## src/rtl/sertx_pkg.sv

```systemverilog
package sertx_pkg;

    localparam int FIFO_DEPTH = 16;
    localparam int CNT_W      = $clog2(FIFO_DEPTH + 1);
    localparam int PRE_STAGES = 3;
    localparam int PRE_W      = 2 * PRE_STAGES;

    typedef enum logic [1:0] {
        ADDR_CTRL = 2'd0,
        ADDR_MODE = 2'd1,
        ADDR_STAT = 2'd2,
        ADDR_DATA = 2'd3
    } reg_addr_e;

    typedef struct packed {
        logic       tie;
        logic       rie;
        logic       te;
        logic       re;
        logic       mpie;
        logic       rsvd;
        logic [1:0] cke;
    } ctrl_t;

    typedef struct packed {
        logic [1:0] rsv_hi;
        logic [1:0] trig;
        logic [1:0] rsv_lo;
        logic [1:0] pre;
    } mode_t;

    function automatic logic [CNT_W-1:0] trig_level(input logic [1:0] code);
        return CNT_W'(1) << code;
    endfunction

    function automatic logic [PRE_W-1:0] pre_mask(input logic [1:0] sel);
        logic [PRE_W-1:0] m;
        m = '0;
        for (int i = 0; i < PRE_W; i++) begin
            if (i < 2 * int'(sel)) m[i] = 1'b1;
        end
        return m;
    endfunction

endpackage

```

## src/rtl/sertx_prescale.sv

```systemverilog
module sertx_prescale
    import sertx_pkg::*;
#(
    parameter int W = PRE_W
) (
    input  logic       clk,
    input  logic       rst,
    input  logic [1:0] sel,
    output logic       tick
);
    logic [W-1:0] div_q;
    logic [W-1:0] mask;

    always_ff @(posedge clk) begin
        if (rst) div_q <= '0;
        else     div_q <= div_q + W'(1);
    end

    assign mask = W'(pre_mask(sel));
    assign tick = ((div_q & mask) == mask);
endmodule

```

## src/rtl/sertx_fill.sv

```systemverilog
module sertx_fill
    import sertx_pkg::*;
#(
    parameter int DEPTH = FIFO_DEPTH,
    parameter int CW    = CNT_W
) (
    input  logic          clk,
    input  logic          rst,
    input  logic          push_cpu,
    input  logic          push_dma,
    input  logic          pop,
    output logic [CW-1:0] cnt,
    output logic          pop_ok
);
    logic [CW:0] acc;

    assign pop_ok = pop && (cnt != '0);

    always_comb begin
        acc = {1'b0, cnt};
        if (pop_ok) acc = acc - (CW+1)'(1);
        if (push_cpu && acc < (CW+1)'(DEPTH)) acc = acc + (CW+1)'(1);
        if (push_dma && acc < (CW+1)'(DEPTH)) acc = acc + (CW+1)'(1);
    end

    always_ff @(posedge clk) begin
        if (rst) cnt <= '0;
        else     cnt <= acc[CW-1:0];
    end
endmodule

```

## src/rtl/sertx_flag.sv

```systemverilog
module sertx_flag (
    input  logic clk,
    input  logic rst,
    input  logic set_ev,
    input  logic dma_clr,
    input  logic rd_stat,
    input  logic wr_stat,
    input  logic wr_bit0,
    input  logic above_trig,
    output logic flag,
    output logic armed
);
    logic flag_n, arm_n;

    always_comb begin
        flag_n = flag;
        arm_n  = armed;
        if (rd_stat && flag) arm_n = 1'b1;
        if (wr_stat && !wr_bit0 && armed && above_trig) flag_n = 1'b0;
        if (dma_clr) flag_n = 1'b0;
        if (set_ev) begin
            flag_n = 1'b1;
            arm_n  = 1'b0;
        end
        if (!flag_n) arm_n = 1'b0;
    end

    always_ff @(posedge clk) begin
        if (rst) begin
            flag  <= 1'b0;
            armed <= 1'b0;
        end else begin
            flag  <= flag_n;
            armed <= arm_n;
        end
    end
endmodule

```

## src/rtl/sertx_irq_ctrl.sv

```systemverilog
module sertx_irq_ctrl
    import sertx_pkg::*;
(
    input  logic             clk,
    input  logic             rst,
    input  logic             bus_sel,
    input  logic             bus_wr,
    input  logic [1:0]       bus_addr,
    input  logic [7:0]       bus_wdata,
    output logic [7:0]       bus_rdata,
    input  logic             dma_wr,
    input  logic             shift_ld,
    output logic             txi_irq,
    output logic             tde_flag,
    output logic             tick,
    output logic             tx_en,
    output logic             rx_en,
    output logic             rx_ie,
    output logic             mp_ie,
    output logic [1:0]       clk_src,
    output logic [CNT_W-1:0] fifo_cnt
);
    ctrl_t     ctrl_q;
    mode_t     mode_q;
    reg_addr_e addr;
    logic      wr_ctrl, wr_mode, wr_stat, rd_stat, wr_data;
    logic      pop_ok, set_ev, above_trig, armed;
    logic [CNT_W-1:0] trig;
    logic [7:0] stat_word;

    assign addr    = reg_addr_e'(bus_addr);
    assign wr_ctrl = bus_sel &&  bus_wr && addr == ADDR_CTRL;
    assign wr_mode = bus_sel &&  bus_wr && addr == ADDR_MODE;
    assign wr_stat = bus_sel &&  bus_wr && addr == ADDR_STAT;
    assign rd_stat = bus_sel && !bus_wr && addr == ADDR_STAT;
    assign wr_data = bus_sel &&  bus_wr && addr == ADDR_DATA;

    always_ff @(posedge clk) begin
        if (rst) begin
            ctrl_q <= '0;
            mode_q <= '0;
        end else begin
            if (wr_ctrl) begin
                ctrl_q      <= ctrl_t'(bus_wdata);
                ctrl_q.rsvd <= 1'b0;
            end
            if (wr_mode) begin
                mode_q      <= '0;
                mode_q.trig <= bus_wdata[5:4];
                mode_q.pre  <= bus_wdata[1:0];
            end
        end
    end

    sertx_prescale u_pre (
        .clk  (clk),
        .rst  (rst),
        .sel  (mode_q.pre),
        .tick (tick)
    );

    sertx_fill u_fill (
        .clk      (clk),
        .rst      (rst),
        .push_cpu (wr_data),
        .push_dma (dma_wr),
        .pop      (shift_ld),
        .cnt      (fifo_cnt),
        .pop_ok   (pop_ok)
    );

    assign trig       = trig_level(mode_q.trig);
    assign set_ev     = pop_ok && ((fifo_cnt - CNT_W'(1)) <= trig);
    assign above_trig = fifo_cnt > trig;

    sertx_flag u_flag (
        .clk        (clk),
        .rst        (rst),
        .set_ev     (set_ev),
        .dma_clr    (dma_wr),
        .rd_stat    (rd_stat),
        .wr_stat    (wr_stat),
        .wr_bit0    (bus_wdata[0]),
        .above_trig (above_trig),
        .flag       (tde_flag),
        .armed      (armed)
    );

    always_comb begin
        stat_word              = '0;
        stat_word[0]           = tde_flag;
        stat_word[7 -: CNT_W]  = fifo_cnt;
    end

    always_comb begin
        bus_rdata = '0;
        if (bus_sel && !bus_wr) begin
            case (addr)
                ADDR_CTRL: bus_rdata = ctrl_q;
                ADDR_MODE: bus_rdata = mode_q;
                ADDR_STAT: bus_rdata = stat_word;
                default:   bus_rdata = '0;
            endcase
        end
    end

    assign txi_irq = tde_flag & ctrl_q.tie;
    assign tx_en   = ctrl_q.te;
    assign rx_en   = ctrl_q.re;
    assign rx_ie   = ctrl_q.rie;
    assign mp_ie   = ctrl_q.mpie;
    assign clk_src = ctrl_q.cke;
endmodule

```

## config.mk

```make
export PLATFORM = sky130hd
export DESIGN_NAME = sertx_irq_ctrl
export DESIGN_NICKNAME = d
export VERILOG_FILES = /design/src/rtl/sertx_pkg.sv /design/src/rtl/sertx_prescale.sv /design/src/rtl/sertx_fill.sv /design/src/rtl/sertx_flag.sv /design/src/rtl/sertx_irq_ctrl.sv
export SDC_FILE = /design/constraint.sdc
export NUM_CORES = 1
export LEC_CHECK = 0
export BUFFER_PORTS_ARGS = -buffer_cell sky130_fd_sc_hd__buf_2
export CAP_MARGIN = 20
export CORE_MARGIN = 1
export CORE_UTILIZATION = 45
export CTS_BUF_LIST = sky130_fd_sc_hd__clkbuf_8
export DETAILED_ROUTE_END_ITERATION = 16
export PLACE_DENSITY = 0.75
export SLEW_MARGIN = 40
export SYNTH_ARGS = -nofsm -noshare
export SYNTH_HDL_FRONTEND = slang
export SYNTH_SLANG_ARGS = --single-unit
```

## constraint.sdc

```tcl
create_clock -name clk -period 2.6 [get_ports clk]
set_input_delay 0.39 -clock clk [delete_from_list [all_inputs] [get_ports clk]]
set_output_delay 0.39 -clock clk [all_outputs]
set_load 0.02 [all_outputs]
```

==> results.py <==
metrics = {
    "clocking": {
        "cts_buffer_depth": 2,
        "numClockSinks": 24,
        "numCtsBuffers": 3,
        "h-tree-depth": 1,
        "postCtsHoldBufs": 0,
        "cts_root_buf": "clkbuf_8",
        "clk_pin_slew_ns": 0.08,
        "clk_latency_ns": 0.26,
        "cts_tree": "yes",
    },
    "synthesis": {
        "synth-seq-cells": 24,
        "syn_area_sq_um": 1700,
        "syn_avg_cell_area_sq_um": 8.175,
        "synth_fp_nets": 235,
        "synth_cell_types": 51,
        "async_flop_share_pct": 0,
        "ys_seq_area_share_pct": 28.26,
        "synth_edf_count": 0,
        "synthCells": 208,
        "synth_warnings": 0,
        "ys.flop_type": "dfxtp_1",
    },
    "cells_and_area": {
        "num-nets-final": 275,
        "drive_gt1_share_pct": 24.39,
        "areaGrowthSynthToFinish_pct": 17.22,
        "num_antenna_cells": 0,
    },
    "die": {
        "start_util_pct": 49.03,
        "die-width_um": 63.47,
        "core_sq_um": 3468,
        "die_h_um": 63.47,
        "design.die.area_sq_um": 4028,
        "rows": 21,
        "num_io_pins": 38,
    },
    "timing": {
        "maxSlewViolCount": 0,
        "fin_skew_ns": 0.005568,
        "worst_pin_slew_ns": 0.5192,
        "layout_setup_ws_ns": 0.2113,
        "hold_viol": 0,
        "slew_headroom_pct": 65.08,
        "rsz0062_at_grt": "false",
        "min_period_over_period_pct": 91.87,
        "fin_crit_ns": 2.389,
        "max_freq_ghz": 0.4186,
        "fin_setup_tns_ns": 0,
        "finalSetupViolCount": 0,
    },
    "setup_path": {
        "slowest_delay_ns": 0.51,
        "crit_slowest_cell": "or4b_4",
        "path_delay_family": "simple AND/OR/NAND/NOR gates",
        "start_kind": "flop",
        "path_cells": "inv_1 > ha_1 > or4b_4 > and4_4 > o21ai_2 > xnor2_1 > ha_1 > o311ai_0 > or2b_2 > o21ai_2",
        "required_ns": 2.80,
        "path_class": "reg2reg",
        "crit_buf_inv": 1,
        "endpoint_kind": "flop",
        "arrival_ns": 2.59,
        "cp_max_fo": 6,
    },
    "grt": {
        "grt_max_degree": 29,
        "grt_usage_pct": 20.55,
        "grt-ovfl-total": 0,
        "antenna_found_initial": 0,
        "grt_pass1_wl_um": 6651,
        "grt_pass1_vias": 1479,
    },
    "placement": {
        "dp_slack_ns": 0.1479,
        "gp_congestion": 0.9370,
        "io_buffer_count": 35,
        "dp_hpwl_um": 3025,
    },
    "power_and_ir_drop": {
        "p_leak_nw": 0.8505,
        "p_int_mw": 1.014,
        "p_per_area_nw_per_um2": 884.3,
        "power_frac_clock_pct": 11.9,
        "switching_power_uw": 748.3,
        "p_sw_share_pct": 42.46,
        "p_seq_share_pct": 25.7,
        "vdd_ir_drop_max_uv": 343.0,
        "p_comb_share_pct": 62.5,
    },
    "run": {
        "maxCapViolCount": 0,
    },
    "drt": {
        "wire_per_inst_um": 13.51,
        "final_antenna_net_count": 0,
        "wl_um": 3945,
        "drtIter0Drc": 107,
        "drc_errors": 0,
        "drt-pass1-iter-count": 4,
        "viasPerCell": 5.637,
        "num_vias": 1646,
    },
    "hold_path": {
        "worstHoldPathType": "in2reg",
    },
    "outcome": {
        "outcome": "finished clean",
    },
}
-- power by group through the flow --
stage	Combinational [mW]	Clock (mW)	Sequential [mW]
2_1_floorplan	0.732	0	0.512
3_3_place_gp	1.07	0	0.460
3_5_place_dp	1.08	0	0.461
4_1_cts	1.09	0.216	0.452
5_1_grt	1.23	0.232	0.457
6_report	1.10	0.209	0.452
-- per-stage QoR --
step	utilization, %	instances	total power, mW	instance area (sq um)	hold slack (ns)
3_5_place_dp	56.17	289	1.544	1948	0.4769
2_1_floorplan	-	208	1.245	1700	0.4414
4_1_cts	57.36	292	1.758	1989	0.3652
5_1_grt	57.47	292	1.917	1993	0.3660
3_3_place_gp	56.17	289	1.529	1948	0.4609
6_report	57.47	292	1.762	1993	0.3671
-- placed cells by master, fill, tap and decap left out, types with 3 or more instances in the layout --
cell	instances
nand2b_1	4
inv_1	9
xnor2_1	6
ha_1	11
dfxtp_1	24
nor3_1	6
nand2_1	13
o21ai_0	4
nor2b_1	5
buf_2	35
mux2i_1	16
nand3_1	9
a31oi_1	3
nand4_1	5
o21a_1	3
clkbuf_8	3
nor2_1	24
a21oi_1	13
buf_4	13
-- Yosys cell counts (2+ instances only) --
| library cell | number | area [sq um] |
|---|---|---|
| xnor2_1 | 6 | 52.55 |
| o21a_1 | 3 | 22.52 |
| buf_6 | 3 | 33.78 |
| a211oi_1 | 2 | 15.01 |
| nor3b_1 | 2 | 15.01 |
| a311oi_1 | 2 | 17.52 |
| nand3_1 | 9 | 45.04 |
| ha_1 | 11 | 137.6 |
| nand4_1 | 5 | 31.28 |
| xor2_1 | 2 | 17.52 |
| nand3b_1 | 2 | 15.01 |
| o21ai_0 | 4 | 20.02 |
| nor3_1 | 6 | 30.03 |
| nand2b_1 | 4 | 25.02 |
| mux2i_1 | 16 | 160.2 |
| nor2b_1 | 5 | 31.28 |
| dfxtp_1 | 24 | 480.5 |
| nor4_1 | 2 | 12.51 |
| buf_4 | 3 | 22.52 |
| nand2_1 | 13 | 48.80 |
| inv_1 | 10 | 37.54 |
| clkbuf_1 | 7 | 26.28 |
| a21oi_1 | 13 | 65.06 |
| nor2_1 | 24 | 90.09 |
| or4_1 | 2 | 15.01 |
| a31oi_1 | 3 | 18.77 |
-- path summary, 6_finish.rpt --
| path | from | endpoint | slack, ns | cells after the start |
|---|---|---|---|---|
| max | u_fill.cnt[1]$_SDFF_PP0_ | u_fill.cnt[2]$_SDFF_PP0_ | 0.21 | 10 |
| min | bus_wdata[7] | ctrl_q[7]$_SDFFE_PP0P_ | 0.37 | 3 |
| max reg2reg | u_fill.cnt[1]$_SDFF_PP0_ | u_fill.cnt[2]$_SDFF_PP0_ | 0.21 | 10 |
| min reg2reg | u_pre.div_q[0]$_SDFF_PP0_ | u_pre.div_q[0]$_SDFF_PP0_ | 0.49 | 1 |
-- registers in the layout (all words and copies together) (netlist names) --
name	flops
u_flag.flag	1
u_fill.cnt	5
u_flag.armed	1
rx_en	1
mp_ie	1
u_pre.div_q	6
ctrl_q	1
rx_ie	1
clk_src	2
mode_q	4
tx_en	1
-- worst min-delay path: cells and delay by family --
kind | cells | cell delay [ns]
simple gates | 1 | 0.07
buf+inv | 1 | 0.08
mux | 1 | 0.05
-- cell type report --
type	count	area, sq um
Clock buffer	3	41.29
Fill cell	333	1475
Inverter	10	37.54
Multi-Input combinational cell	161	1104
Sequential cell	24	480.5
Tap cell	46	57.56
Timing Repair Buffer	48	272.8
-- cell families after synthesis --
| family | after synthesis | synth area share [%] |
|---|---|---|
| AND/OR/NAND/NOR | 84 | 26.56 |
| adder cells (fa/ha/maj) | 11 | 8.094 |
| flip-flops | 24 | 28.26 |
| multiplexers | 16 | 9.418 |
| AO/OA/AOI/OAI | 41 | 16.26 |
| XOR/XNOR | 8 | 4.121 |
| buffers and inverters | 23 | 7.064 |
| other | 1 | 0.2205 |
-- layer usage --
metal | global-route usage (%) | wire length [um]
met5 | 0 | 0
met4 | 6.250 | 63
met2 | 34.97 | 1852
met3 | 4.167 | 164
met1 | 25.75 | 1864
-- timing repair --
| action | CTS | global route |
|---|---|---|
| setup buffers | 0 | 0 |
| gates resized for setup | 0 | 1 |
| setup endpoints to repair | 0 | 1 |
Power figures use the tool's default switching activity.
